$ cat config.mk
export PLATFORM = sky130hd
export DESIGN_NAME = tas_semaphore
export DESIGN_NICKNAME = d
export VERILOG_FILES = /design/src/rtl/sem_pkg.sv /design/src/rtl/sem_ctrl.sv /design/src/rtl/sem_datapath.sv /design/src/rtl/tas_semaphore.sv
export SDC_FILE = /design/constraint.sdc
export NUM_CORES = 1
export LEC_CHECK = 0
export ABC_AREA = 1
export BUFFER_PORTS_ARGS = -buffer_cell sky130_fd_sc_hd__buf_2
export CAP_MARGIN = 30
export CORE_MARGIN = 2
export CORE_UTILIZATION = 50
export DETAILED_ROUTE_END_ITERATION = 10
export PLACE_DENSITY = 0.77
export SLEW_MARGIN = 20
export SYNTH_ARGS = -nofsm -noshare
export SYNTH_HDL_FRONTEND = slang
export SYNTH_SLANG_ARGS = --single-unit
$ cat constraint.sdc
create_clock -name clk -period 12.95 [get_ports clk]
set_input_delay 2.59 -clock clk [delete_from_list [all_inputs] [get_ports clk]]
set_output_delay 2.59 -clock clk [all_outputs]
set_load 0.02 [all_outputs]
$ cat src/rtl/sem_pkg.sv
package sem_pkg;
  localparam int WORD_W = 16;
  localparam int FID_W  = 2;

  typedef enum logic [2:0] {
    OP_READ    = 3'd0,
    OP_PEEK    = 3'd1,
    OP_CLRTAS  = 3'd2,
    OP_INIT    = 3'd3,
    OP_ACQUIRE = 3'd4,
    OP_RELEASE = 3'd5,
    OP_SETIMPL = 3'd6,
    OP_RSVD    = 3'd7
  } semOp_e;

  typedef enum logic [1:0] {
    ST_OK       = 2'd0,
    ST_TASBUSY  = 2'd1,
    ST_BADSTATE = 2'd2,
    ST_NOTOWNER = 2'd3
  } semStat_e;

  localparam logic [1:0] LOCK_RESET = 2'd0;
  localparam logic [1:0] LOCK_FREE  = 2'd1;
  localparam logic [1:0] LOCK_BUSY  = 2'd2;

  typedef struct packed {
    logic              wrValue;
    logic [WORD_W-1:0] value;
    logic              wrTas;
    logic              tas;
    logic              wrHolder;
    logic [FID_W-1:0]  holder;
  } semStrobe_t;
endpackage

$ cat src/rtl/sem_ctrl.sv
module sem_ctrl
  import sem_pkg::*;
#(
  parameter int NUM_PORTS = 2,
  parameter int ADDR_W    = 27,
  parameter int FID_LSB   = 25
) (
  input  logic [NUM_PORTS-1:0]        reqValid,
  input  logic [3*NUM_PORTS-1:0]      reqOp,
  input  logic [ADDR_W*NUM_PORTS-1:0] reqAddr,
  input  logic [WORD_W*NUM_PORTS-1:0] reqWdata,
  input  logic [WORD_W-1:0]           curValue,
  input  logic                        curTas,
  input  logic [FID_W-1:0]            curHolder,
  output semStrobe_t                  strobe,
  output logic [WORD_W*NUM_PORTS-1:0] nxtData,
  output logic [NUM_PORTS-1:0]        nxtTas,
  output logic [2*NUM_PORTS-1:0]      nxtStatus
);
  localparam int NUM_FID = 1 << FID_W;

  logic [FID_W-1:0] portFid [NUM_PORTS];

  genvar g;
  generate
    for (g = 0; g < NUM_PORTS; g++) begin : gFid
      assign portFid[g] = reqAddr[g*ADDR_W + FID_LSB +: FID_W];
    end
  endgenerate

  always_comb begin
    logic [WORD_W-1:0] v;
    logic              t;
    logic [FID_W-1:0]  h;
    logic              touchV, touchT, touchH;
    semOp_e            op;
    semStat_e          st;
    logic [FID_W-1:0]  f2;
    v = curValue;
    t = curTas;
    h = curHolder;
    touchV = 1'b0;
    touchT = 1'b0;
    touchH = 1'b0;
    nxtData   = '0;
    nxtTas    = '0;
    nxtStatus = '0;
    for (int f = 0; f < NUM_FID; f++) begin
      f2 = FID_W'(f);
      for (int p = 0; p < NUM_PORTS; p++) begin
        if (reqValid[p] && portFid[p] == f2) begin
          op = semOp_e'(reqOp[p*3 +: 3]);
          st = ST_OK;
          nxtData[p*WORD_W +: WORD_W] = v;
          nxtTas[p] = t;
          unique case (op)
            OP_READ: begin
              if (!t) begin
                h = f2;
                touchH = 1'b1;
              end
              t = 1'b1;
              touchT = 1'b1;
            end
            OP_CLRTAS: begin
              t = 1'b0;
              touchT = 1'b1;
            end
            OP_INIT, OP_ACQUIRE, OP_RELEASE, OP_SETIMPL: begin
              if (!(t && h == f2)) begin
                st = ST_TASBUSY;
              end else begin
                unique case (op)
                  OP_INIT: begin
                    v[1:0] = LOCK_FREE;
                  end
                  OP_ACQUIRE: begin
                    if (v[1:0] == LOCK_FREE) begin
                      v[1:0] = LOCK_BUSY;
                      v[3:2] = f2;
                    end else begin
                      st = ST_BADSTATE;
                    end
                  end
                  OP_RELEASE: begin
                    if (v[1:0] == LOCK_BUSY && v[3:2] == f2) begin
                      v[1:0] = LOCK_FREE;
                    end else begin
                      st = ST_NOTOWNER;
                    end
                  end
                  default: begin
                    v[WORD_W-1:4] = reqWdata[p*WORD_W + 4 +: WORD_W-4];
                  end
                endcase
                if (st == ST_OK) begin
                  t = 1'b0;
                  touchV = 1'b1;
                  touchT = 1'b1;
                end
              end
            end
            default: begin
            end
          endcase
          nxtStatus[p*2 +: 2] = st;
        end
      end
    end
    strobe.wrValue  = touchV;
    strobe.value    = v;
    strobe.wrTas    = touchT;
    strobe.tas      = t;
    strobe.wrHolder = touchH;
    strobe.holder   = h;
  end
endmodule

$ cat src/rtl/sem_datapath.sv
module sem_datapath
  import sem_pkg::*;
#(
  parameter int NUM_PORTS = 2
) (
  input  logic                        clk,
  input  logic                        rstN,
  input  semStrobe_t                  strobe,
  input  logic [NUM_PORTS-1:0]        reqValid,
  input  logic [WORD_W*NUM_PORTS-1:0] nxtData,
  input  logic [NUM_PORTS-1:0]        nxtTas,
  input  logic [2*NUM_PORTS-1:0]      nxtStatus,
  output logic [WORD_W-1:0]           valueQ,
  output logic                        tasQ,
  output logic [FID_W-1:0]            holderQ,
  output logic [NUM_PORTS-1:0]        rspValid,
  output logic [WORD_W*NUM_PORTS-1:0] rspData,
  output logic [NUM_PORTS-1:0]        rspTas,
  output logic [2*NUM_PORTS-1:0]      rspStatus
);
  always_ff @(posedge clk) begin
    if (!rstN) begin
      valueQ  <= '0;
      tasQ    <= 1'b0;
      holderQ <= '0;
    end else begin
      if (strobe.wrValue)  valueQ  <= strobe.value;
      if (strobe.wrTas)    tasQ    <= strobe.tas;
      if (strobe.wrHolder) holderQ <= strobe.holder;
    end
  end

  genvar g;
  generate
    for (g = 0; g < NUM_PORTS; g++) begin : gRsp
      always_ff @(posedge clk) begin
        if (!rstN) begin
          rspValid[g]            <= 1'b0;
          rspData[g*WORD_W +: WORD_W] <= '0;
          rspTas[g]              <= 1'b0;
          rspStatus[g*2 +: 2]    <= '0;
        end else begin
          rspValid[g] <= reqValid[g];
          if (reqValid[g]) begin
            rspData[g*WORD_W +: WORD_W] <= nxtData[g*WORD_W +: WORD_W];
            rspTas[g]           <= nxtTas[g];
            rspStatus[g*2 +: 2] <= nxtStatus[g*2 +: 2];
          end
        end
      end
    end
  endgenerate
endmodule

$ cat src/rtl/tas_semaphore.sv
module tas_semaphore
  import sem_pkg::*;
#(
  parameter int NUM_PORTS = 2,
  parameter int ADDR_W    = 27,
  parameter int FID_LSB   = 25
) (
  input  logic                        clk,
  input  logic                        rstN,
  input  logic [NUM_PORTS-1:0]        reqValid,
  input  logic [3*NUM_PORTS-1:0]      reqOp,
  input  logic [ADDR_W*NUM_PORTS-1:0] reqAddr,
  input  logic [16*NUM_PORTS-1:0]     reqWdata,
  output logic [NUM_PORTS-1:0]        rspValid,
  output logic [16*NUM_PORTS-1:0]     rspData,
  output logic [NUM_PORTS-1:0]        rspTas,
  output logic [2*NUM_PORTS-1:0]      rspStatus
);
  semStrobe_t                  strobe;
  logic [WORD_W-1:0]           curValue;
  logic                        curTas;
  logic [FID_W-1:0]            curHolder;
  logic [WORD_W*NUM_PORTS-1:0] nxtData;
  logic [NUM_PORTS-1:0]        nxtTas;
  logic [2*NUM_PORTS-1:0]      nxtStatus;

  sem_ctrl #(.NUM_PORTS(NUM_PORTS), .ADDR_W(ADDR_W), .FID_LSB(FID_LSB)) uCtrl (
    .reqValid(reqValid), .reqOp(reqOp), .reqAddr(reqAddr), .reqWdata(reqWdata),
    .curValue(curValue), .curTas(curTas), .curHolder(curHolder),
    .strobe(strobe), .nxtData(nxtData), .nxtTas(nxtTas), .nxtStatus(nxtStatus)
  );

  sem_datapath #(.NUM_PORTS(NUM_PORTS)) uData (
    .clk(clk), .rstN(rstN), .strobe(strobe), .reqValid(reqValid),
    .nxtData(nxtData), .nxtTas(nxtTas), .nxtStatus(nxtStatus),
    .valueQ(curValue), .tasQ(curTas), .holderQ(curHolder),
    .rspValid(rspValid), .rspData(rspData), .rspTas(rspTas), .rspStatus(rspStatus)
  );
endmodule

# After elaboration in Yosys (flattened, before gate mapping)
# Cells that the tools add are included.
# totals
input_bits	96
out_inout_bits	40
wordCells	395
ff_bits	59
# op_classes
n_eq_ne	44
reduce_logical	46
n_mux	294
# ops
cell	n
$mux W16	32
$mux W2	104
$mux W1	110
$mux W12	8
$pmux W2 S3	8
$eq A2 B2 Y1 const B	20
$mux W4	8
$pmux W2 S2	8
$eq A2 B1 Y1 const B	14
$logic_not A2 Y1	14
$logic_and A1 B1 Y1	24
$pmux W1 S3	8
$eq A3 B3 Y1 const B	6
$pmux W1 S2	8
$eq A3 B2 Y1 const B	4
$reduce_or A4 Y1	2
$logic_not A3 Y1	2
$reduce_or A3 Y1	2
$reduce_or A2 Y1	2

# Depth between registers and ports, before layout
# Gate-level depths: netlist of run 1.
# logic_depth
depth_word	75
depth_mapped	50
mapped_depth_nobuf	50

# By module
# Synthesis of run 1 repeated with hierarchy kept, for this count alone.
# hier_totals
cells_unflattened	1250
hier_area_um2	6781.5
# modules_own_cells
mod	seq_area_each_um2	n_inst	area_per_inst_um2	cells_per_inst
sem_ctrl	0.0	1	4393.0	884
sem_datapath	1181.1	1	2388.5	366

# Worst setup path after synthesis of run 1
# OpenSTA, ideal clock, no wires.
# synth_timing
path_type	input to register
startpoint	in reqValid[0]
endpoint	reg uData.valueQ[10]
slack_ns	6.428
path_buffers	2
required_time_ns	12.811
arrival_ns	6.382
path_stages	47
setup_ns	0.139
cell_sequence	buf_2 nand2_1 inv_2 nand3_1 nand2_1 nand2_2 nand3_1 nand2_2 nand3_1 nand2_2 nand2_4 nand2_2 nor2_4 nand3_1 inv_2 nor2_4 nand2_2 nand2_2 [11 not listed] nor2_1 nand3_1 nand3_1 nand2_2 inv_2 nand2_1 nand2_2 nand3_1 nand2_1 nand2_1 nand2_2 nand2_4 nand2_4 inv_2 nand3b_4 buf_6 nand2_1 a21oi_2
# synth_between
elab_chain_len	62
elab_cells_between_ends	221
cone_classes	eq/ne: 26; mux: 168; reduce/logical: 27
# synth_rtl
item	line_no	text
start, declared	tas_semaphore.sv:10	input logic [NUM_PORTS-1:0] reqValid,
$logic_and A1 B1 Y1	sem_ctrl.sv:51	if (reqValid[p] && portFid[p] == f2) begin
$mux W16	sem_ctrl.sv:51	
$eq A2 B2 Y1 / $logic_not A2 Y1 (equally long branches)	sem_ctrl.sv:86	if (v[1:0] == LOCK_BUSY && v[3:2] == f2) begin
$logic_and A1 B1 Y1	sem_ctrl.sv:86	
$mux W2	sem_ctrl.sv:86	
$pmux W2 S2	sem_ctrl.sv:73	unique case (op)
$mux W2	sem_ctrl.sv:70	if (!(t && h == f2)) begin
$mux W2	sem_ctrl.sv:56	unique case (op)
[46 not listed]	n/a	
$mux W2	sem_ctrl.sv:70	
$mux W2	sem_ctrl.sv:56	
$mux W2	sem_ctrl.sv:51	
$logic_not A2 Y1	sem_ctrl.sv:96	if (st == ST_OK) begin
$mux W1	sem_ctrl.sv:96	
$mux W1	sem_ctrl.sv:70	
$mux W1	sem_ctrl.sv:56	
$mux W1	sem_ctrl.sv:51	
end signal, assigned	sem_datapath.sv:27	if (strobe.wrValue) valueQ <= strobe.value;
end, declared	sem_datapath.sv:13	output logic [WORD_W-1:0] valueQ,
# Parallel ways exist; a longest one is shown, timed or not. The select of a mux whose other input is x is not followed.
# A chain may end at the register's enable or synchronous reset.

# Worst setup path after layout of run 1
# layout_timing
startpoint	in reqValid[1]
endpoint	reg uData.rspData[21]
# layout_between
elab_chain_len	42
elab_cells_between_ends	125
cone_classes	eq/ne: 17; mux: 91; reduce/logical: 17
# layout_rtl
item	line_no	text
$logic_and A1 B1 Y1	sem_ctrl.sv:51	
$mux W16	sem_ctrl.sv:51	
$eq A2 B2 Y1 / $eq A2 B1 Y1 (equally long branches)	sem_ctrl.sv:86	
$logic_and A1 B1 Y1	sem_ctrl.sv:86	
$mux W2	sem_ctrl.sv:86	
$pmux W2 S2 / $pmux W2 S3 (equally long branches)	sem_ctrl.sv:73	
$mux W2 / $mux W16 (equally long branches)	sem_ctrl.sv:70	
$mux W2 / $mux W16 (equally long branches)	sem_ctrl.sv:56	
[25 not listed]	n/a	
$mux W1	sem_ctrl.sv:96	
$mux W1	sem_ctrl.sv:70	
$pmux W1 S3	sem_ctrl.sv:56	
$mux W1	sem_ctrl.sv:51	
$logic_and A1 B1 Y1	sem_ctrl.sv:70	
$mux W16	sem_ctrl.sv:70	
$mux W16	sem_ctrl.sv:56	
$mux W16 (2 in a row)	sem_ctrl.sv:51	
end signal, assigned by index	sem_datapath.sv:45	rspData[g*WORD_W +: WORD_W] <= nxtData[g*WORD_W +: WORD_W];
end, declared	sem_datapath.sv:17	output logic [WORD_W*NUM_PORTS-1:0] rspData,
# Parallel ways exist; a longest one is shown, timed or not. The select of a mux whose other input is x is not followed.

==> results of run 1 <==
## kinds of logic after synthesis
kind of cell | after synthesis | synth area share
AND/OR/NAND/NOR | 538 | 0.4226
AO/OA/AOI/OAI | 216 | 0.2304
buffers and inverters | 177 | 0.1202
flip-flops | 59 | 0.2056
multiplexers | 12 | 0.02113
## registers in the layout, summed over array words and instances, names as in the netlist
name,flops
uData.holderQ,2
uData.rspData,32
uData.rspStatus,4
uData.rspTas,2
uData.rspValid,2
uData.tasQ,1
uData.valueQ,16
## final cells by class
class	count	area [um^2]
Clock buffer	12	256.5
Clock inverter	4	25.02
Fill cell	1168	4791
Inverter	141	529.3
Multi-Input combinational cell	766	3887
Sequential cell	59	1181
Tap cell	143	178.9
Timing Repair Buffer	88	471.7
## worst paths after layout
check | start | end | cells past startpoint
max | reqValid[1] | uData.rspData[21] | 36
min | uData.rspData[24] | uData.rspData[24] | 2
max reg2reg | uData.holderQ[0] | uData.rspData[21] | 40
min reg2reg | uData.rspData[24] | uData.rspData[24] | 2
## where the power goes
group	total (mW)	internal, mW	switching (mW)	leakage [nW]
logic	0.0975	0.0257	0.0719	2.34
clock network	0.229	0.139	0.0898	0.135
registers	0.187	0.185	0.00212	0.477
## worst max-delay path, delay by kind of cell
| family | cells | cell delay [ps] |
|---|---|---|
| simple gates | 25 | 3300 |
| compound gates | 3 | 300 |
| buf+inv | 7 | 1840 |
| mux | 1 | 420 |
## synth_stat cells (all sizes together)
cell     number  share of area
nor2        143           0.11
or2           3         0.0033
o211ai        2         0.0026
nand3b        2         0.0048
mux2i        11          0.019
a211oi        7         0.0091
a2111oi       1         0.0015
inv         137          0.090
dfxtp        59           0.21
o21bai        2         0.0026
buf           8         0.0098
o22ai        30          0.033
o221ai        2         0.0031
a41oi         5         0.0076
a22oi         5         0.0065
clkinv        4         0.0026
a21oi        56          0.057
mux2          1         0.0020
o21ai        61          0.054
nand3        56          0.058
a31oi        33          0.036
nand2       309           0.22
a221oi       12          0.018
clkbuf       28          0.018
nor3         12          0.011
nand4        13          0.014
## per-layer routing
metal | share of wire | global-route usage | vias to the layer above
li1 | - | - | 3422
met1 | 0.40 | 0.4612 | 3224
met2 | 0.41 | 0.5012 | 589
met3 | 0.15 | 0.1017 | 106
met4 | 0.043 | 0.1416 | 0
met5 | 0 | 0 | -
## per-stage QoR
step	utilization	setup WS [ps]	power, mW
CTS	0.5761	4899	0.5091
global route	0.5768	4338	0.5297
floorplan	-	6428	0.2536
detailed placement	0.5513	4571	0.2843
finish	0.5768	4680	0.5140
global placement	0.5503	4616	0.2840
## cells in the final DEF, fill, tap and decap left out, drive strengths merged
cell type | synthesis | layout
nand2 | 309 | 309
nor2 | 143 | 143
inv | 137 | 137
buf | 8 | 88
o21ai | 61 | 61
dfxtp | 59 | 59
nand3 | 56 | 56
a21oi | 56 | 56
a31oi | 33 | 33
o22ai | 30 | 30
nand4 | 13 | 13
a221oi | 12 | 12
clkbuf | 28 | 12
nor3 | 12 | 12
mux2i | 11 | 11
a211oi | 7 | 7
clkinv | 4 | 6
a22oi | 5 | 5
a41oi | 5 | 5
or2 | 3 | 3
o211ai | 2 | 2
o21bai | 2 | 2
o221ai | 2 | 2
clkinvlp | 0 | 2
nand3b | 2 | 2
a2111oi | 1 | 1
mux2 | 1 | 1
==> qor.yml, run 1 <==
global_route:
  grt_util_all_layers: 0.3398
  grt_max_degree: 53
  grt_pass1_vias: 6665
  antenna_found_initial: 0
  grt_pass1_wl_um: 33810
  overflow: 0
sta:
  finalMaxSlewViolations: 0
  clock_skew_ps: 6.664
  max_freq_mhz: 120.9
  post-route-period-util: 0.6386
  final-setup-viol-count: 0
  hold_viol_final: 0
  rsz0062_at_grt: "no"
  post-route-min-period_ps: 8270
  holdWs_ps: 486.4
  max_slew.worst_pin.slew_ps: 1061
  slew-limit-headroom: 0.2890
  tns_ps: 0
yosys:
  synthCells: 1002
  ys_ff_latch: 59
  syn_area_mm2: 0.005744
  synth_area_per_cell_um2: 5.733
  yosysWarnings: 0
  syn-num-nets: 1098
  synth_cell_types: 40
  synth.yosys.seq_area_share: 0.2056
floorplan:
  floorplan.initialDensity: 0.5074
  die_w_um: 111.2
  ioPinCount: 136
  core_area_mm2: 0.01132
  rows: 39
  dieArea_mm2: 0.01236
  chipHeight_um: 111.2
routing:
  via_per_inst: 6.052
  final_antenna_net_count: 0
  wire_per_inst_um: 17.92
  first_pass_iters: 6
  wirelength_um: 21740
  vias: 7341
  drtIter0Drc: 967
  remaining_drc_errors: 0
power:
  p_leak_nw: 2.956
  peakVddDrop_uv: 72.64
  powerDensity_mw_per_mm2: 78.71
clock_network:
  worstSkewPairLatency_ps: 330
  holdBufCountCts: 0
  clk_path_buf_depth: 2
  htreeDepth: 3
  cts_root_buf: "clkbuf_16"
  cts_setup_buffers: 0
  cts_made_buffers: 9
  post_cts_resize_count: 0
  clock_sinks: 59
  path_clk_slew_ps: 60
  tritoncts: "built"
worst_hold_path:
  hold_class: "flop to flop"
cells_and_area:
  final_cell_area_mm2: 0.006530
  instances_no_fill: 1213
  nNetsFinal: 1161
  drive_gt1_frac: 0.1897
  n_antenna_cell: 0
  syn2layout_area_growth_pct: 13.68
worst_setup_path:
  path_common_cell: "nand2_1"
  crit_path_end_kind: "flop"
  required_ps: 13130
  arrival_ps: 8450
  worstPathMaxFanout: 22
  critPathKind: "input port to flop"
  slowest_stage: "inv_1"
  r2r_slack_ps: 7350
  start_kind: "input port"
  cpPeakStageDelay_ps: 660
placement:
  place_inst: 1196
  placement.io_buffers: 77
  dp_hpwl_um: 15480
  gp_congestion: 1.136
  dpl-instance-area_mm2: 0.006241
status:
  status: "finished clean"
run:
  max_cap_viol_count: 0
No activity file was read; power rests on OpenSTA's default activity.
==> run 2: changes to the inputs <==
--- a/config.mk
+++ b/config.mk
@@ -5,13 +5,13 @@
 export SDC_FILE = /design/constraint.sdc
 export NUM_CORES = 1
 export LEC_CHECK = 0
-export ABC_AREA = 1
+export ABC_AREA = 0
 export BUFFER_PORTS_ARGS = -buffer_cell sky130_fd_sc_hd__buf_2
 export CAP_MARGIN = 30
 export CORE_MARGIN = 2
 export CORE_UTILIZATION = 50
 export DETAILED_ROUTE_END_ITERATION = 10
-export PLACE_DENSITY = 0.77
+export PLACE_DENSITY = 0.76
 export SLEW_MARGIN = 20
 export SYNTH_ARGS = -nofsm -noshare
 export SYNTH_HDL_FRONTEND = slang
==> constraint.sdc (replaced) <==
create_clock -name clk -period 8.3 [get_ports clk]
set_input_delay 1.66 -clock clk [delete_from_list [all_inputs] [get_ports clk]]
set_output_delay 1.66 -clock clk [all_outputs]
set_load 0.02 [all_outputs]
==> qor.yml, run 2 <==
yosys:
  ys_ff_latch: 59  # unchanged
  synth_compound_area_frac: 0.3687  # +0.1382
  synthMuxAreaShare: 0.1237  # +0.1026
  yosys.area_share.simple: 0.2728  # -0.1498
  yosysWarnings: 0  # unchanged
  synth-edff-count: 0  # unchanged
  ys_top_cells_by_area: "dfxtp_1 18%, nor2_1 7.1%, mux2i_1 6.9%"
  async_flop_share: 0  # unchanged
  ys.flop_type: "dfxtp_1"
  synth_top_family_by_area: "compound AO/OA/AOI/OAI gates"
  syn_area_mm2: 0.006512  # +13%
  syn-num-nets: 955  # -13%
  yosysTopAreaCell: "dfxtp_1"
  synth_area_per_cell_um2: 7.581  # +32%
  synth_most_common_cell: "nor2_1"
  synthCells: 859  # -14%
  synth_xor_area_frac: 0.001345  # +0.001345
  synth_cell_types: 108  # +170%
  ys_top_cells_by_count: "124 x nor2_1, 86 x nand2_1, 59 x dfxtp_1"
  synth_top_area_frac: 0.1814  # -0.02426
  synth_adder_area_share: 0  # unchanged
  synth.yosys.seq_area_share: 0.1814  # -0.02426
worst_setup_path:
  cp_top_family: "compound AO/OA/AOI/OAI gates"
  crit_path_end_kind: "flop"
  path_cells: "buf_2 > and3b_2 > a221oi_1 > o211ai_1 > nor4_1 > nor3_1 > a311oi_2 > a211oi_4 > a211oi_2 > nor3_2 > or4b_4 > a21boi_2 > nor3_1 > a41oi_1 > o22ai_1 > and4_1 > a2111oi_1 > o221a_1"
  path_buf_inv: 1  # -6
  cp_num_cells: 18  # -50%
  path_common_cell: "nor3_1"
  r2r_start: "uData.tasQ"
  r2r_slack_ps: 1860  # -5490 ps
  start_kind: "input port"
  arrival_ps: 7910  # -540 ps
  required_ps: 8590  # -4540 ps
  reg2regPathDepth: 17  # -57%
  critPathKind: "input port to flop"
  worstPathMaxFanout: 22  # unchanged
  r2r_end: "uData.rspStatus[3]"
  slowest_stage: "nor4_1"
  cpPeakStageDelay_ps: 810  # +150 ps
placement:
  dp_hpwl_um: 17920  # +16%
  pre_cts_ws_ps: 692.8  # -3878 ps
  placement.io_buffers: 77  # unchanged
  place_inst: 1091  # -8.8%
  gp_congestion: 1.050  # -7.6%
routing:
  wire_per_inst_um: 23.03  # +29%
  remaining_drc_errors: 0  # unchanged
  vias: 7732  # +5.3%
  drtIter0Drc: 1112  # +15%
  via_per_inst: 6.985  # +15%
  wirelength_um: 25500  # +17%
  first_pass_iters: 6  # unchanged
  final_antenna_net_count: 0  # unchanged
worst_hold_path:
  hold_start: "uData.rspData[13]"
  hold_path_end: "uData.rspData[13]"
  min_delay_path_depth: 2  # unchanged
  hold_class: "flop to flop"
sta:
  post-route-period-util: 0.9182
  tns_ps: 0  # unchanged
  hold_viol_final: 0  # unchanged
  final-setup-viol-count: 0  # unchanged
  finalMaxSlewViolations: 0  # unchanged
  post-route-min-period_ps: 7621
  layout_setup_ws_ps: 679.2  # -4001 ps
  max_slew.worst_pin.slew_ps: 938.4  # -122.3 ps
  max_freq_mhz: 131.2
  rsz0062_at_grt: "no"
  holdWs_ps: 444.2  # -42.15 ps
  clock_skew_ps: 11.41  # +4.747 ps
  slew-limit-headroom: 0.3721  # +0.08310
global_route:
  antenna_found_initial: 0  # unchanged
  grt_pass1_vias: 7336  # +10%
  grt_max_degree: 31  # -42%
  grt_util_all_layers: 0.3602  # +0.02040
  grt_pass1_wl_um: 40120  # +19%
  overflow: 0  # unchanged
power:
  powerDensity_mw_per_mm2: 140.2  # +78%
  peakVddDrop_uv: 110.5  # +52%
  p_leak_nw: 2.917  # -1.3%
floorplan:
  core_area_mm2: 0.01267  # +12%
  floorplan.initialDensity: 0.5140  # +0.006568
  die_w_um: 118.1  # +6.2%
  rows: 41  # +5.1%
  chipHeight_um: 118.1  # +6.2%
  ioPinCount: 136  # unchanged
  dieArea_mm2: 0.01395  # +13%
clock_network:
  cts_made_buffers: 9  # unchanged
  path_clk_slew_ps: 60  # about the same
  holdBufCountCts: 0  # unchanged
  tritoncts: "built"
  post_cts_resize_count: 0  # unchanged
  worstSkewPairLatency_ps: 350  # +20 ps
  cts_root_buf: "clkbuf_16"
  clock_sinks: 59  # unchanged
  cts_setup_buffers: 0  # unchanged
  clk_path_buf_depth: 2  # unchanged
  htreeDepth: 3  # unchanged
cells_and_area:
  nFillCells: 1184  # +1.4%
  largest_registers: "uData.rspData: 32 flops, uData.valueQ: 16 flops, uData.rspStatus: 4 flops"
  final_cell_mix: "124 x nor2_1, 86 x nand2_1, 77 x buf_2"
  regMostFlops: "uData.rspData"
  drive_gt1_frac: 0.2321  # +0.04237
  n_antenna_cell: 0  # unchanged
  syn2layout_area_growth_pct: 14.97
  instances_no_fill: 1107  # -8.7%
  largest_register_ffs: 32  # unchanged
  mostFrequentLayoutCell: "nor2_1"
  nNetsFinal: 1026  # -12%
run:
  max_cap_viol_count: 0  # unchanged
status:
  status: "finished clean"
[run 2: cell types whose count changed after synthesis, moves of 18 or more]
| cell | before | now |
|---|---|---|
| a31oi_1 | 33 | 11 |
| nand2_1 | 275 | 86 |
| mux2i_1 | 11 | 45 |
| o21a_1 | 0 | 18 |
| nand3_1 | 48 | 25 |
| nand2_2 | 27 | 0 |
| inv_1 | 120 | 19 |
[run 2: power by group]
group	internal [mW]	leakage (nW)	switching, mW
Sequential	0.298	0.481	0.0126
Clock	0.234	0.142	0.157
Combinational	0.124	2.29	0.224
[run 2: cell type report]
type | instances | area, um^2 | area share
timing repair buffer | 118 | 725.7 | 0.09693
clock buffer | 9 | 225.2 | 0.03008
clock inverter | 7 | 76.32 | 0.01019
inverter | 19 | 71.32 | 0.009525
multi-input combinational | 723 | 4992 | 0.6668
sequential | 59 | 1181 | 0.1578
tap | 172 | 215.2 | 0.02874
[run 2: tightest hold or removal path, stage by stage, from the launching register on]
cell,delay [ps]
dfxtp_1,320
nand2_1,40
o21ai_0,50
[run 2: worst max-delay path by stage]
stage	start	endpoint	slack, ps
global route	reqOp[1]	uData.rspStatus[3]	460
detailed placement	reqOp[1]	uData.rspStatus[3]	690
CTS	reqOp[1]	uData.rspStatus[3]	1030
global placement	reqOp[1]	uData.valueQ[12]	640
finish	reqOp[1]	uData.rspStatus[3]	680
floorplan	reqOp[2]	uData.valueQ[11]	1730
[run 2: kinds of logic after synthesis]
family | count (synthesis)
xor+xnor | 1
flops | 59
buf+inv | 77
mux | 68
simple gates | 350
compound gates | 304
[run 2: layer usage]
layer,track usage,part of all wire,vias up
met5,0,0,-
met4,0.1755,0.057,0
met3,0.08527,0.13,143
met2,0.5506,0.43,594
met1,0.4738,0.39,3561
li1,-,-,3434
[run 2: through the flow]
step / util / power [mW] / cell area, um^2
after global routing: 0.5909 / 1.081 / 7487
final: 0.5909 / 1.049 / 7487
after global placement: 0.5659 / 0.6433 / 7171
after floorplan: - / 0.5547 / 6513
after detailed placement: 0.5671 / 0.6480 / 7186
after CTS: 0.5909 / 1.034 / 7487
